<file path="config.mk">
export PLATFORM = sky130hd
export DESIGN_NAME = ipc_dispatch
export DESIGN_NICKNAME = d
export VERILOG_FILES = /design/src/rtl/ipc_dispatch_pkg.sv /design/src/rtl/ipc_cmd_decode.sv /design/src/rtl/ipc_core_slot.sv /design/src/rtl/ipc_dispatch.sv
export SDC_FILE = /design/constraint.sdc
export NUM_CORES = 1
export LEC_CHECK = 0
export BUFFER_PORTS_ARGS = -buffer_cell sky130_fd_sc_hd__clkbuf_2
export CORE_MARGIN = 4
export CORE_UTILIZATION = 35
export DETAILED_ROUTE_END_ITERATION = 6
export PLACE_DENSITY = 0.67
export SYNTH_ARGS = -nofsm -noshare
export SYNTH_HDL_FRONTEND = slang
export SYNTH_SLANG_ARGS = --single-unit
</file>
<file path="constraint.sdc">
create_clock -name clk -period 0.8 [get_ports clk]
set_input_delay 0.08 -clock clk [delete_from_list [all_inputs] [get_ports clk]]
set_output_delay 0.08 -clock clk [all_outputs]
set_load 0.02 [all_outputs]
</file>
<file path="src/rtl/ipc_dispatch_pkg.sv">
package ipc_dispatch_pkg;
  localparam int KIND_LSB = 16;
  localparam int CORE_LSB = 8;
  localparam int CORE_W   = 5;
  localparam int VEC_W    = 6;

  typedef enum logic [1:0] {
    KIND_POST   = 2'd0,
    KIND_RESET  = 2'd1,
    KIND_IDLE   = 2'd2,
    KIND_RESUME = 2'd3
  } cmd_kind_e;
endpackage

</file>
<file path="src/rtl/ipc_cmd_decode.sv">
module ipc_cmd_decode
  import ipc_dispatch_pkg::*;
#(
  parameter int NUM_CORES = 4,
  parameter int CMD_W = 32,
  parameter logic [VEC_W-1:0] POR_VEC = 6'h01
) (
  input  logic                 we,
  input  logic [CMD_W-1:0]     data,
  output logic                 do_post,
  output logic                 do_rst,
  output logic                 do_idle,
  output logic                 do_resume,
  output logic                 bad_rst,
  output logic [CORE_W-1:0]    tgt,
  output logic [VEC_W-1:0]     vec,
  output logic [NUM_CORES-1:0] sel
);
  cmd_kind_e kind;
  logic      present;

  always_comb begin
    kind      = cmd_kind_e'(data[KIND_LSB +: 2]);
    tgt       = data[CORE_LSB +: CORE_W];
    vec       = data[VEC_W-1:0];
    present   = we && (int'(tgt) < NUM_CORES);
    do_post   = present && (kind == KIND_POST);
    do_rst    = present && (kind == KIND_RESET) && (vec == POR_VEC);
    bad_rst   = present && (kind == KIND_RESET) && (vec != POR_VEC);
    do_idle   = present && (kind == KIND_IDLE);
    do_resume = present && (kind == KIND_RESUME);
  end

  for (genvar i = 0; i < NUM_CORES; i++) begin : g_sel
    assign sel[i] = present && (tgt == CORE_W'(i));
  end
endmodule

</file>
<file path="src/rtl/ipc_core_slot.sv">
module ipc_core_slot (
  input  logic clk,
  input  logic rst_n,
  input  logic sel,
  input  logic do_rst,
  input  logic do_idle,
  input  logic do_resume,
  output logic rst_pulse,
  output logic halt
);
  logic halt_d, pulse_d, halt_en;

  always_comb begin
    halt_en = sel && (do_rst || do_idle || do_resume);
    halt_d  = do_idle;
    pulse_d = sel && do_rst;
  end

  always_ff @(posedge clk or negedge rst_n) begin
    if (!rst_n) begin
      halt      <= 1'b0;
      rst_pulse <= 1'b0;
    end else begin
      rst_pulse <= pulse_d;
      if (halt_en) halt <= halt_d;
    end
  end

  assert_rst_runs_R2: assert property (@(posedge clk) disable iff (!rst_n)
    rst_pulse |-> !halt);
  assert_pulse_one_cycle_R2: assert property (@(posedge clk) disable iff (!rst_n)
    rst_pulse |=> !rst_pulse || $past(sel && do_rst));
endmodule

</file>
<file path="src/rtl/ipc_dispatch.sv">
module ipc_dispatch
  import ipc_dispatch_pkg::*;
#(
  parameter int NUM_CORES = 4,
  parameter int CMD_W = 32,
  parameter logic [5:0] POR_VEC = 6'h01
) (
  input  logic                 clk,
  input  logic                 rst_n,
  input  logic                 cmd_we,
  input  logic [CMD_W-1:0]     cmd_data,
  output logic [NUM_CORES-1:0] core_rst,
  output logic [NUM_CORES-1:0] core_halt,
  output logic                 post_valid,
  output logic [4:0]           post_core,
  output logic [5:0]           post_vec,
  output logic                 reset_err
);
  logic                 do_post, do_rst, do_idle, do_resume, bad_rst;
  logic [CORE_W-1:0]    tgt;
  logic [VEC_W-1:0]     vec;
  logic [NUM_CORES-1:0] sel;
  logic                 err_d;

  ipc_cmd_decode #(.NUM_CORES(NUM_CORES), .CMD_W(CMD_W), .POR_VEC(POR_VEC)) u_dec (
    .we(cmd_we), .data(cmd_data), .do_post(do_post), .do_rst(do_rst),
    .do_idle(do_idle), .do_resume(do_resume), .bad_rst(bad_rst),
    .tgt(tgt), .vec(vec), .sel(sel)
  );

  for (genvar i = 0; i < NUM_CORES; i++) begin : g_core
    ipc_core_slot u_slot (
      .clk(clk), .rst_n(rst_n), .sel(sel[i]), .do_rst(do_rst),
      .do_idle(do_idle), .do_resume(do_resume),
      .rst_pulse(core_rst[i]), .halt(core_halt[i])
    );
  end

  always_comb err_d = reset_err || bad_rst;

  always_ff @(posedge clk or negedge rst_n) begin
    if (!rst_n) begin
      post_valid <= 1'b0;
      post_core  <= '0;
      post_vec   <= '0;
      reset_err  <= 1'b0;
    end else begin
      post_valid <= do_post;
      reset_err  <= err_d;
      if (do_post) begin
        post_core <= tgt;
        post_vec  <= vec;
      end
    end
  end

  assert_post_needs_write_R1: assert property (@(posedge clk) disable iff (!rst_n)
    post_valid |-> $past(cmd_we));
  assert_post_present_R5: assert property (@(posedge clk) disable iff (!rst_n)
    post_valid |-> (int'(post_core) < NUM_CORES));
  assert_single_reset_R2: assert property (@(posedge clk) disable iff (!rst_n)
    $onehot0(core_rst));
  assert_err_sticky_R7: assert property (@(posedge clk) disable iff (!rst_n)
    reset_err |=> reset_err);
  assert_quiet_without_write_R9: assert property (@(posedge clk) disable iff (!rst_n)
    !$past(cmd_we) |-> ($stable(core_halt) && core_rst == '0 && !post_valid));
  assert_bad_reset_no_pulse_R6: assert property (@(posedge clk) disable iff (!rst_n)
    $rose(reset_err) |-> core_rst == '0 && $stable(core_halt));
endmodule

</file>
==> qor.csv, run 1 <==
stage,metric,value,unit
run_status,result of the run,finished with violations,
run_status,violated checks,negative setup slack,
floorplan,die width,60.1,µm
global_route,wire length of the first global-routing pass,3820,µm
floorplan,number of rows created at floorplan,18,
synthesis,Post-Syn Area per Cell,12.3,µm²
global_route,global routing usage summed across all routing layers,0.144,
clocking,clock tree from TritonCTS,built,
sta,worst max-slew margin expressed relative to the limit,0.715,
finish,"Design Area, Final",1670,µm²
setup_path,"Data arrival, critical path",880,ps
sta,max-slew violation count,0,
synthesis,Syn Nets,112,
synthesis,number of enable flip-flop cells after synthesis,0,
place,Post-Place Cell Area,1160,µm²
finish,area grow syn2layout,75.5,%
sta,endpoints failing setup,38,
synthesis,post-synthesis simple-gate area fraction,0.158,
place,DP Worst Slack,-450,ps
synthesis,Yosys reg bits,21,
setup_path,crit path launch type,register,
synthesis,most used flip-flop cell after synthesis,sky130_fd_sc_hd__dfrtp_1,
clocking,# H-tree levels,1,
global_route,total gr overflow,0,
setup_path,kind of cell adding the most delay to the critical path,flip-flops,
synthesis,xor-xnor portion of the synthesized cell area,0,
clocking,Clock Sink Count,21,
routing,residual antenna-violating net count after detailed routing,0,
min_path,Min-Delay Path Class,input port to register,
synthesis,combinational family with the most area after synthesis,simple AND/OR/NAND/NOR gates,
floorplan,die outline height,60.1,µm
sta,fin crit share,1.20,
setup_path,Crit path buffers/inverters,1,
sta,least setup slack across all paths after layout,-157,ps
synthesis,proportion of register bits with asynchronous set or reset after synthesis,1.00,
place,Port-buffer cells,36,
synthesis,Synth Area in Compound Gates,0.0698,
finish,count of antenna diodes in the layout,0,
synthesis,"share of synthesized cell area in full adder, half adder and majority cells",0,
routing,Routed wire per std cell,17.0,µm
synthesis,biggest area consumer among synthesized cells,sky130_fd_sc_hd__dfrtp_1,
job,max-cap violations,0,
routing,number of detailed-route iterations in the first pass,4,
routing,drt drc,0,
clocking,CTS root buffer,sky130_fd_sc_hd__clkbuf_4,
setup_path,required time of the critical path,720,ps
place,placed wire-length estimate,1530,µm
synthesis,sequential cell area fraction in the yosys report,0.553,
global_route,antenna violations before repair,0,
floorplan,Total Die Area,3610,µm²
synthesis,most used standard cell by instance count after synthesis,sky130_fd_sc_hd__dfrtp_1,
routing,via count normalized by instance count,5.06,
routing,overall via count from detail_route,819,
synthesis,Yosys warnings,0,
power,maximum ir drop on the vdd rail,1.38,mV
clocking,CTS max path bufs,2,
sta,count of final hold-check violations,0,
synthesis,post-synthesis instance area,950,µm²
setup_path,"critical path, cell by cell",clkbuf_8,
sta,Clock Skew,0,ps
sta,highest clock rate,1050,MHz
synthesis,leading cell types by count after synthesis,"sky130_fd_sc_hd__dfrtp_1 (21), sky130_fd_sc_hd__buf_4 (8), sky130_fd_sc_hd__mux2_4 (6), sky130_fd_sc_hd__nor4_1 (5), sky130_fd_sc_hd__a21oi_1 (4)",
clocking,CTS buffer count,3,
synthesis,Mapped Cells,77,
setup_path,"critical path fanouts, max",2,
setup_path,CP Class,register to primary output,
global_route,via count of the first global-routing pass,797,
synthesis,main area contributors after synthesis,"sky130_fd_sc_hd__dfrtp_1 (55%), sky130_fd_sc_hd__mux2_4 (9.5%), sky130_fd_sc_hd__buf_4 (6.3%)",
setup_path,"slowest stage delay, CP",420,ps
power,leakage component of the power,0.813,nW
setup_path,Worst Setup End Kind,primary output,
routing,WL final,2750,µm
synthesis,area fraction of the dominant cell type after synthesis,0.553,
finish,# nets final,168,
power,total power divided by cell area,1710,nW/µm²
place,weighted congestion reported at the end of routability-driven placement,0.817,
floorplan,top-level port count,56,
synthesis,post-synthesis cell type count,23,
sta,final worst path period need,957,ps
floorplan,initial cell density of the core,0.376,
clocking,clock latency reported for the late side of the worst-skew pair,300,ps
global_route,pin count of the biggest net entering global routing,22,
setup_path,cell with the largest stage delay on the worst path,sky130_fd_sc_hd__dfrtp_1,
synthesis,share of cell area taken by muxes after synthesis,0.119,
finish,layout cells sized above 1,0.742,
sta,setup repair after global routing missed its margin,true,
routing,DRT iter0 DRCs,13,
floorplan,placeable core area,2520,µm²
clocking,clock transition time at the flip-flop clock pins of the worst setup and hold paths,110,ps
sta,Worst-Margin Slew,426,ps
==> placed cells by master, fill, tap and decap left out, drive strengths merged, types with 2 or more instances in the layout <==
master  netlist  final
nand2         4      5
a21oi         4      4
inv           3      3
mux2          8      8
a31oi         2      2
and2          3      3
nor2          2      2
and4          2      2
and3          2      2
buf          10     42
a41oi         2      2
clkbuf        2     23
nand3         3      3
nor4          5      5
dfrtp        21     21
==> worst register-to-register path, delay by kind of cell, from the launching register on <==
family	cells	cell delay, ps
buffers and inverters	1	140
DFF	1	420
muxes	1	250
==> per-stage QoR <==
stage           util  power [W]  instances  hold slack, ps  setup TNS [ps]
3_3_place_gp   0.459    0.00189        140            57.7           -7260
3_5_place_dp   0.459    0.00191        140            65.7           -7760
6_report       0.661    0.00285        162            42.7           -3620
5_1_grt        0.661    0.00299        162            35.0           -4770
2_1_floorplan      -    0.00169         77            -216           -3540
4_1_cts        0.549    0.00261        156            10.9           -3620
==> logic make-up (layout without fill, tap and decap cells) <==
family	count (synthesis)	in the layout
multiplexers	8	8
flip-flops	21	21
buffers and inverters	15	69
AO/OA/AOI/OAI	10	10
AND/OR/NAND/NOR	23	24
==> sequential cells by signal, summed over array words and instances, names as in the netlist <==
name                     count
post_vec                     6
post_core                    5
g_core.u_slot.halt           4
g_core.u_slot.rst_pulse      4
post_valid                   1
reset_err                    1
==> cell type report <==
class | count | area, µm²
Tap cell | 30 | 37.5
Multi-Input combinational cell | 42 | 504
Inverter | 3 | 11.3
Sequential cell | 21 | 526
Clock buffer | 4 | 26.3
Fill cell | 197 | 856
Timing Repair Buffer | 62 | 562
==> power by group <==
| group | internal [W] | switching, W |
|---|---|---|
| logic | 0.000601 | 0.000455 |
| clock network | 0.000194 | 0.000310 |
| registers | 0.00119 | 0.000101 |
==> what timing repair did <==
item | in CTS | in global routing
hold endpoints to repair | 21 | 0
setup buffers | 10 | 6
pin swaps | 9 | 11
hold buffers | 1 | 0
gates resized for setup | 25 | 74
endpoints found under the setup margin | 37 | 40
cloned | 1 | 0
==> routing by layer <==
metal | up-vias | track usage | wire length [µm]
met2 | 25 | 0.233 | 1420
met4 | 0 | 0.0854 | 44
li1 | 380 | - | -
met5 | - | 0 | 0
met1 | 410 | 0.179 | 1160
met3 | 4 | 0.0238 | 115
==> final timing paths <==
path	startpoint	to	slack [ps]	cells past startpoint
min in group asynchronous	rst_n	post_vec[3]	280	3
hold reg to reg	reset_err	reset_err	530	1
hold / removal	cmd_data[1]	post_vec[1]	40	2
setup / recovery	post_vec[3]	post_vec[3]	-160	1
max in group asynchronous	rst_n	post_core[0]	300	3
setup reg to reg	post_vec[3]	post_vec[3]	-100	2
Note: power is estimated with default switching activity, not from simulation.
==> run 2: changes to the inputs <==
--- a/config.mk
+++ b/config.mk
@@ -5,11 +5,12 @@
 export SDC_FILE = /design/constraint.sdc
 export NUM_CORES = 1
 export LEC_CHECK = 0
-export BUFFER_PORTS_ARGS = -buffer_cell sky130_fd_sc_hd__clkbuf_2
 export CORE_MARGIN = 4
 export CORE_UTILIZATION = 35
 export DETAILED_ROUTE_END_ITERATION = 6
-export PLACE_DENSITY = 0.67
+export DONT_BUFFER_PORTS = 1
+export PLACE_DENSITY = 0.49
+export RECOVER_POWER = 100
 export SYNTH_ARGS = -nofsm -noshare
 export SYNTH_HDL_FRONTEND = slang
 export SYNTH_SLANG_ARGS = --single-unit
==> qor.csv, run 2 (synthesis gave the netlist of run 1 again) <==
stage,metric,value,unit,change
finish,most common library cell in the layout ignoring fill and taps,sky130_fd_sc_hd__buf_6,,
global_route,pin count of the biggest net entering global routing,22,,unchanged
clocking,Clock Sink Count,21,,unchanged
setup_path,required time of the critical path,720,ps,about the same
sta,highest clock rate,1060,MHz,+1.5%
place,weighted congestion reported at the end of routability-driven placement,0.788,,-3.5%
sta,worst max-slew margin expressed relative to the limit,0.784,,+0.0691
power,maximum ir drop on the vdd rail,1.47,mV,+7.2%
clocking,clock latency reported for the late side of the worst-skew pair,300,ps,about the same
floorplan,top-level port count,56,,unchanged
floorplan,placeable core area,2520,µm²,unchanged
sta,max-slew violation count,0,,unchanged
place,Post-Place Cell Area,1070,µm²,-7.8%
setup_path,crit path launch type,register,,
setup_path,"slowest stage delay, CP",420,ps,about the same
setup_path,Crit path buffers/inverters,1,,unchanged
routing,Routed wire per std cell,15.3,µm,-10%
floorplan,die outline height,60.1,µm,unchanged
routing,DRT iter0 DRCs,7,,-6
finish,number of fill cells in the layout,228,,+16%
min_path,Min-Delay Path Class,input port to async pin,,
clocking,clock transition time at the flip-flop clock pins of the worst setup and hold paths,120,ps,about the same
clocking,CTS root buffer,sky130_fd_sc_hd__clkbuf_4,,
clocking,# H-tree levels,1,,unchanged
finish,layout cells sized above 1,0.528,,-0.215
clocking,clock tree from TritonCTS,built,,
setup_path,Worst Setup End Kind,primary output,,
sta,fin crit share,1.18,,-0.0176
place,placed wire-length estimate,1410,µm,-7.6%
clocking,CTS max path bufs,2,,unchanged
sta,count of final hold-check violations,25,,+25
power,leakage component of the power,0.681,nW,-16%
run_status,violated checks,"negative hold slack, negative setup slack",,
finish,top flop regs,"post_vec x6, post_core x5",,
global_route,wire length of the first global-routing pass,3450,µm,-9.7%
finish,flip-flop count of the largest register after layout,6,,unchanged
floorplan,Total Die Area,3610,µm²,unchanged
floorplan,die width,60.1,µm,unchanged
routing,via count normalized by instance count,4.99,,-1.2%
finish,count of antenna diodes in the layout,0,,unchanged
floorplan,number of rows created at floorplan,18,,unchanged
sta,worst hold-check slack,-546,ps,-589 ps
floorplan,initial cell density of the core,0.376,,unchanged
global_route,via count of the first global-routing pass,749,,-6.0%
place,Port-buffer cells,0,,-100%
setup_path,CP Class,register to primary output,,
finish,# nets final,144,,-14%
finish,sequential cell area,532,µm²,+1.2%
clocking,CTS buffer count,3,,unchanged
routing,residual antenna-violating net count after detailed routing,0,,unchanged
sta,Clock Skew,0,ps,unchanged
setup_path,"critical path, cell by cell",buf_6,,
routing,overall via count from detail_route,689,,-16%
finish,area grow syn2layout,46.8,%,
finish,multi-input logic area,400,µm²,-21%
job,max-cap violations,0,,unchanged
finish,"Design Area, Final",1390,µm²,-16%
setup_path,"critical path fanouts, max",2,,unchanged
sta,final worst path period need,943,ps,-14.1 ps
global_route,total gr overflow,0,,unchanged
sta,endpoints failing setup,32,,-16%
sta,Worst-Margin Slew,323,ps,-103 ps
routing,number of detailed-route iterations in the first pass,3,,-1
global_route,global routing usage summed across all routing layers,0.129,,-0.0149
sta,least setup slack across all paths after layout,-143,ps,+14.1 ps
finish,final core utilization,0.553,,-0.108
finish,register with the highest flop count,post_vec,,
setup_path,"Data arrival, critical path",860,ps,-20 ps
global_route,antenna violations before repair,0,,unchanged
routing,drt drc,0,,unchanged
finish,"leading cell types in the layout, fill and taps excluded","sky130_fd_sc_hd__buf_6 (18), sky130_fd_sc_hd__dfrtp_1 (16), sky130_fd_sc_hd__mux2_4 (7), sky130_fd_sc_hd__dlygate4sd3_1 (6), sky130_fd_sc_hd__buf_4 (6)",,
run_status,result of the run,finished with violations,,
setup_path,kind of cell adding the most delay to the critical path,flip-flops,,
clocking,hold buffers post-CTS,10,,+9
power,total power divided by cell area,1900,nW/µm²,+11%
sta,setup repair after global routing missed its margin,true,,
setup_path,cell with the largest stage delay on the worst path,sky130_fd_sc_hd__dfrtp_1,,
routing,WL final,2110,µm,-23%
==> run 2: changes by cell type in the layout (fill, tap and decap cells not counted), moves of 3 or more <==
cell                             change
sky130_fd_sc_hd__buf_6               -8
sky130_fd_sc_hd__dfrtp_1             -5
sky130_fd_sc_hd__clkbuf_2           -13
sky130_fd_sc_hd__dlymetal6s4s_1      +4
sky130_fd_sc_hd__dfrtp_2             +5
sky130_fd_sc_hd__dlygate4sd3_1       +5
sky130_fd_sc_hd__and2_1              +3
sky130_fd_sc_hd__clkbuf_8            -5
sky130_fd_sc_hd__and2_4              -3
sky130_fd_sc_hd__buf_4              -10
==> run 2: final timing paths <==
path,from,to,slack (ps),cells past startpoint
max,post_vec[5],post_vec[5],-140,1
min,rst_n,post_valid,-550,0
max reg2reg,post_core[1],post_core[1],-90,2
min reg2reg,post_core[3],post_core[3],530,1
max in group asynchronous,rst_n,g_core[3].u_slot.rst_pulse,1270,0
min in group clk,cmd_data[0],g_core[0].u_slot.rst_pulse,-40,2
==> run 2: layer usage <==
metal | wire length [µm] | global-route usage
met2 | 1000 | 0.205
met1 | 921 | 0.169
met3 | 168 | 0.0454
met5 | 0 | 0
met4 | 15 | 0.0285
==> run 2: per-stage QoR <==
stage | hold slack (ps) | cells | worst slack (ps) | total power (W) | TNS [ps]
after floorplan | -216 | 77 | -282 | 0.00169 | -3540
after global placement | -215 | 116 | -287 | 0.00187 | -4860
after detailed placement | -215 | 116 | -332 | 0.00187 | -5500
after CTS | -557 | 135 | -148 | 0.00260 | -3420
after global routing | -574 | 138 | -178 | 0.00279 | -4220
final | -546 | 138 | -143 | 0.00265 | -2910
==> run 2: timing repair <==
item / in CTS / in global routing
endpoints found under the hold margin: 36 / 25
pin swaps: 0 / 2
endpoints found under the setup margin: 21 / 38
gates resized for setup: 17 / 23
buffers inserted: 5 / 3
==> run 2: layout make-up <==
class / count / area share
Clock buffer: 3 / 0.0162
Clock inverter: 1 / 0.00359
Inverter: 3 / 0.00808
Multi-Input combinational cell: 41 / 0.287
Sequential cell: 21 / 0.382
Tap cell: 30 / 0.0269
Timing Repair Buffer: 39 / 0.276
==> run 2: where the power goes <==
group / internal [W] / switching [W] / leakage (nW)
combinational: 0.000519 / 0.000340 / 0.395
clock: 0.000186 / 0.000313 / 0.0177
sequential: 0.00119 / 0.000103 / 0.268
==> run 3: changes to the inputs <==
--- a/config.mk
+++ b/config.mk
@@ -9,8 +9,10 @@
 export CORE_UTILIZATION = 35
 export DETAILED_ROUTE_END_ITERATION = 6
 export DONT_BUFFER_PORTS = 1
+export HOLD_SLACK_MARGIN = 0.08
 export PLACE_DENSITY = 0.49
 export RECOVER_POWER = 100
+export SKIP_LAST_GASP = 1
 export SYNTH_ARGS = -nofsm -noshare
 export SYNTH_HDL_FRONTEND = slang
 export SYNTH_SLANG_ARGS = --single-unit
==> qor.csv, run 3 (synthesis gave the netlist of run 1 again) <==
stage,metric,value,unit,change
finish,Final Non-Filler Cells,129,,-6.5%
sta,worst max-slew margin expressed relative to the limit,0.784,,about the same
setup_path,path depth of the worst reg2reg path,2,,unchanged
place,weighted congestion reported at the end of routability-driven placement,0.788,,unchanged
setup_path,"critical path, cell by cell",buf_6,,
finish,layout cells sized above 1,0.586,,+0.0581
sta,final worst path period need,933,ps,-9.16 ps
run_status,result of the run,finished with violations,,
sta,fin crit share,1.17,,-0.0115
finish,number of fill cells in the layout,231,,+1.3%
finish,most common library cell in the layout ignoring fill and taps,sky130_fd_sc_hd__buf_6,,
sta,setup repair after global routing missed its margin,true,,
routing,overall via count from detail_route,652,,-5.4%
floorplan,Total Die Area,3610,µm²,unchanged
routing,drt drc,0,,unchanged
finish,register with the highest flop count,post_vec,,
sta,worst hold-check slack,-546,ps,+0.528 ps
global_route,global routing usage summed across all routing layers,0.119,,-0.00989
finish,area grow syn2layout,40.1,%,
floorplan,placeable core area,2520,µm²,unchanged
setup_path,source of the worst register-to-register timing path,post_core[1],,
run_status,violated checks,"negative hold slack, negative setup slack",,
routing,residual antenna-violating net count after detailed routing,0,,unchanged
setup_path,"slowest stage delay, CP",420,ps,about the same
floorplan,die outline height,60.1,µm,unchanged
setup_path,minimum setup slack among reg-to-reg paths,-90,ps,about the same
clocking,CTS root buffer,sky130_fd_sc_hd__clkbuf_4,,
finish,# nets final,135,,-6.3%
setup_path,"Data arrival, critical path",850,ps,about the same
global_route,pin count of the biggest net entering global routing,22,,unchanged
sta,least setup slack across all paths after layout,-133,ps,+9.16 ps
sta,highest clock rate,1070,MHz,+0.98%
min_path,Min-Delay Path Class,input port to async pin,,
clocking,# H-tree levels,1,,unchanged
sta,Worst-Margin Slew,323,ps,+0.0921 ps
clocking,hold buffers post-CTS,2,,-8
finish,flip-flop count of the largest register after layout,6,,unchanged
clocking,clock tree from TritonCTS,built,,
sta,count of final hold-check violations,34,,+36%
setup_path,Critical Path Source,g_core[1].u_slot.halt,,
floorplan,initial cell density of the core,0.376,,unchanged
setup_path,"critical path fanouts, max",2,,unchanged
place,Port-buffer cells,0,,unchanged
routing,Routed wire per std cell,15.8,µm,+3.2%
sta,Clock Skew,0,ps,unchanged
global_route,total gr overflow,0,,unchanged
finish,top flop regs,"post_vec x6, post_core x5",,
global_route,wire length of the first global-routing pass,3220,µm,-6.8%
clocking,CTS max path bufs,2,,unchanged
clocking,clock transition time at the flip-flop clock pins of the worst setup and hold paths,120,ps,about the same
clocking,clock latency reported for the late side of the worst-skew pair,300,ps,about the same
routing,via count normalized by instance count,5.05,,+1.2%
place,placed wire-length estimate,1410,µm,unchanged
setup_path,cell with the largest stage delay on the worst path,sky130_fd_sc_hd__dfrtp_1,,
routing,DRT iter0 DRCs,10,,+3
setup_path,Crit path buffers/inverters,1,,unchanged
floorplan,number of rows created at floorplan,18,,unchanged
routing,WL final,2030,µm,-3.5%
setup_path,required time of the critical path,720,ps,about the same
clocking,Clock Sink Count,21,,unchanged
floorplan,die width,60.1,µm,unchanged
power,Final Power,0.00260,W,-1.9%
setup_path,crit path launch type,register,,
power,total power divided by cell area,1960,nW/µm²,+2.8%
global_route,via count of the first global-routing pass,694,,-7.3%
place,total instance count after detailed placement,116,,unchanged
global_route,antenna violations before repair,0,,unchanged
routing,number of detailed-route iterations in the first pass,2,,-1
floorplan,top-level port count,56,,unchanged
finish,count of antenna diodes in the layout,0,,unchanged
power,leakage component of the power,0.642,nW,-5.7%
setup_path,CP Class,register to primary output,,
setup_path,reg-to-reg critical path endpoint,post_core[1],,
sta,max-slew violation count,0,,unchanged
setup_path,kind of cell adding the most delay to the critical path,flip-flops,,
job,max-cap violations,0,,unchanged
finish,"leading cell types in the layout, fill and taps excluded","sky130_fd_sc_hd__buf_6 (18), sky130_fd_sc_hd__dfrtp_1 (17), sky130_fd_sc_hd__buf_4 (9), sky130_fd_sc_hd__mux2_4 (7)",,
setup_path,Worst Setup End Kind,primary output,,
sta,Total Negative Setup Slacks,-2600,ps,+317 ps
power,maximum ir drop on the vdd rail,1.47,mV,about the same
clocking,CTS buffer count,3,,unchanged
sta,endpoints failing setup,31,,-3.1%
==> run 3: area by class of cell <==
cell class                      count  area, µm²  area share
Multi-Input combinational cell     41        420       0.316
Clock inverter                      1       5.00     0.00376
Tap cell                           30       37.5      0.0282
Sequential cell                    21        531       0.399
Clock buffer                        3       22.5      0.0169
Inverter                            3       11.3     0.00847
Timing Repair Buffer               30        303       0.228
==> run 3: metrics by stage <==
step                      utilization  setup WS, ps  instance area, µm²
final                           0.527          -133                1330
after global routing            0.527          -179                1330
after CTS                       0.481          -148                1210
after detailed placement        0.423          -332                1070
after global placement          0.423          -287                1070
after floorplan                     -          -282                 957
==> run 3: how the worst max path moves through the flow <==
stage                         endpoint  slack, ps  cells past startpoint
after global routing      core_halt[3]       -180                      1
after detailed placement   post_vec[4]       -330                      3
final                     core_halt[1]       -130                      1
after CTS                    reset_err       -150                      1
after floorplan           post_core[0]       -280                      4
after global placement     post_vec[3]       -290                      3
==> run 3: metal layers <==
| metal | share of wire | global-route usage | vias to the layer above |
|---|---|---|---|
| met5 | 0 | 0 | - |
| met4 | 0.0074 | 0.0285 | 0 |
| met3 | 0.069 | 0.0432 | 2 |
| met2 | 0.48 | 0.185 | 24 |
| met1 | 0.44 | 0.158 | 319 |
| li1 | - | - | 307 |
==> run 3: power breakdown <==
group,internal [W],leakage (nW),switching (W)
registers,0.00119,0.270,0.0000986
logic,0.000489,0.355,0.000324
clock network,0.000186,0.0177,0.000315
total,0.00187,0.642,0.000738
==> run 3: repair_timing <==
| action | CTS | global route |
|---|---|---|
| setup buffers | 5 | 2 |
| endpoints found under the setup margin | 21 | 38 |
| endpoints found under the hold margin | 38 | 36 |
| pin swaps | 0 | 3 |
| gates cloned | 0 | 0 |
| gates resized for setup | 17 | 22 |
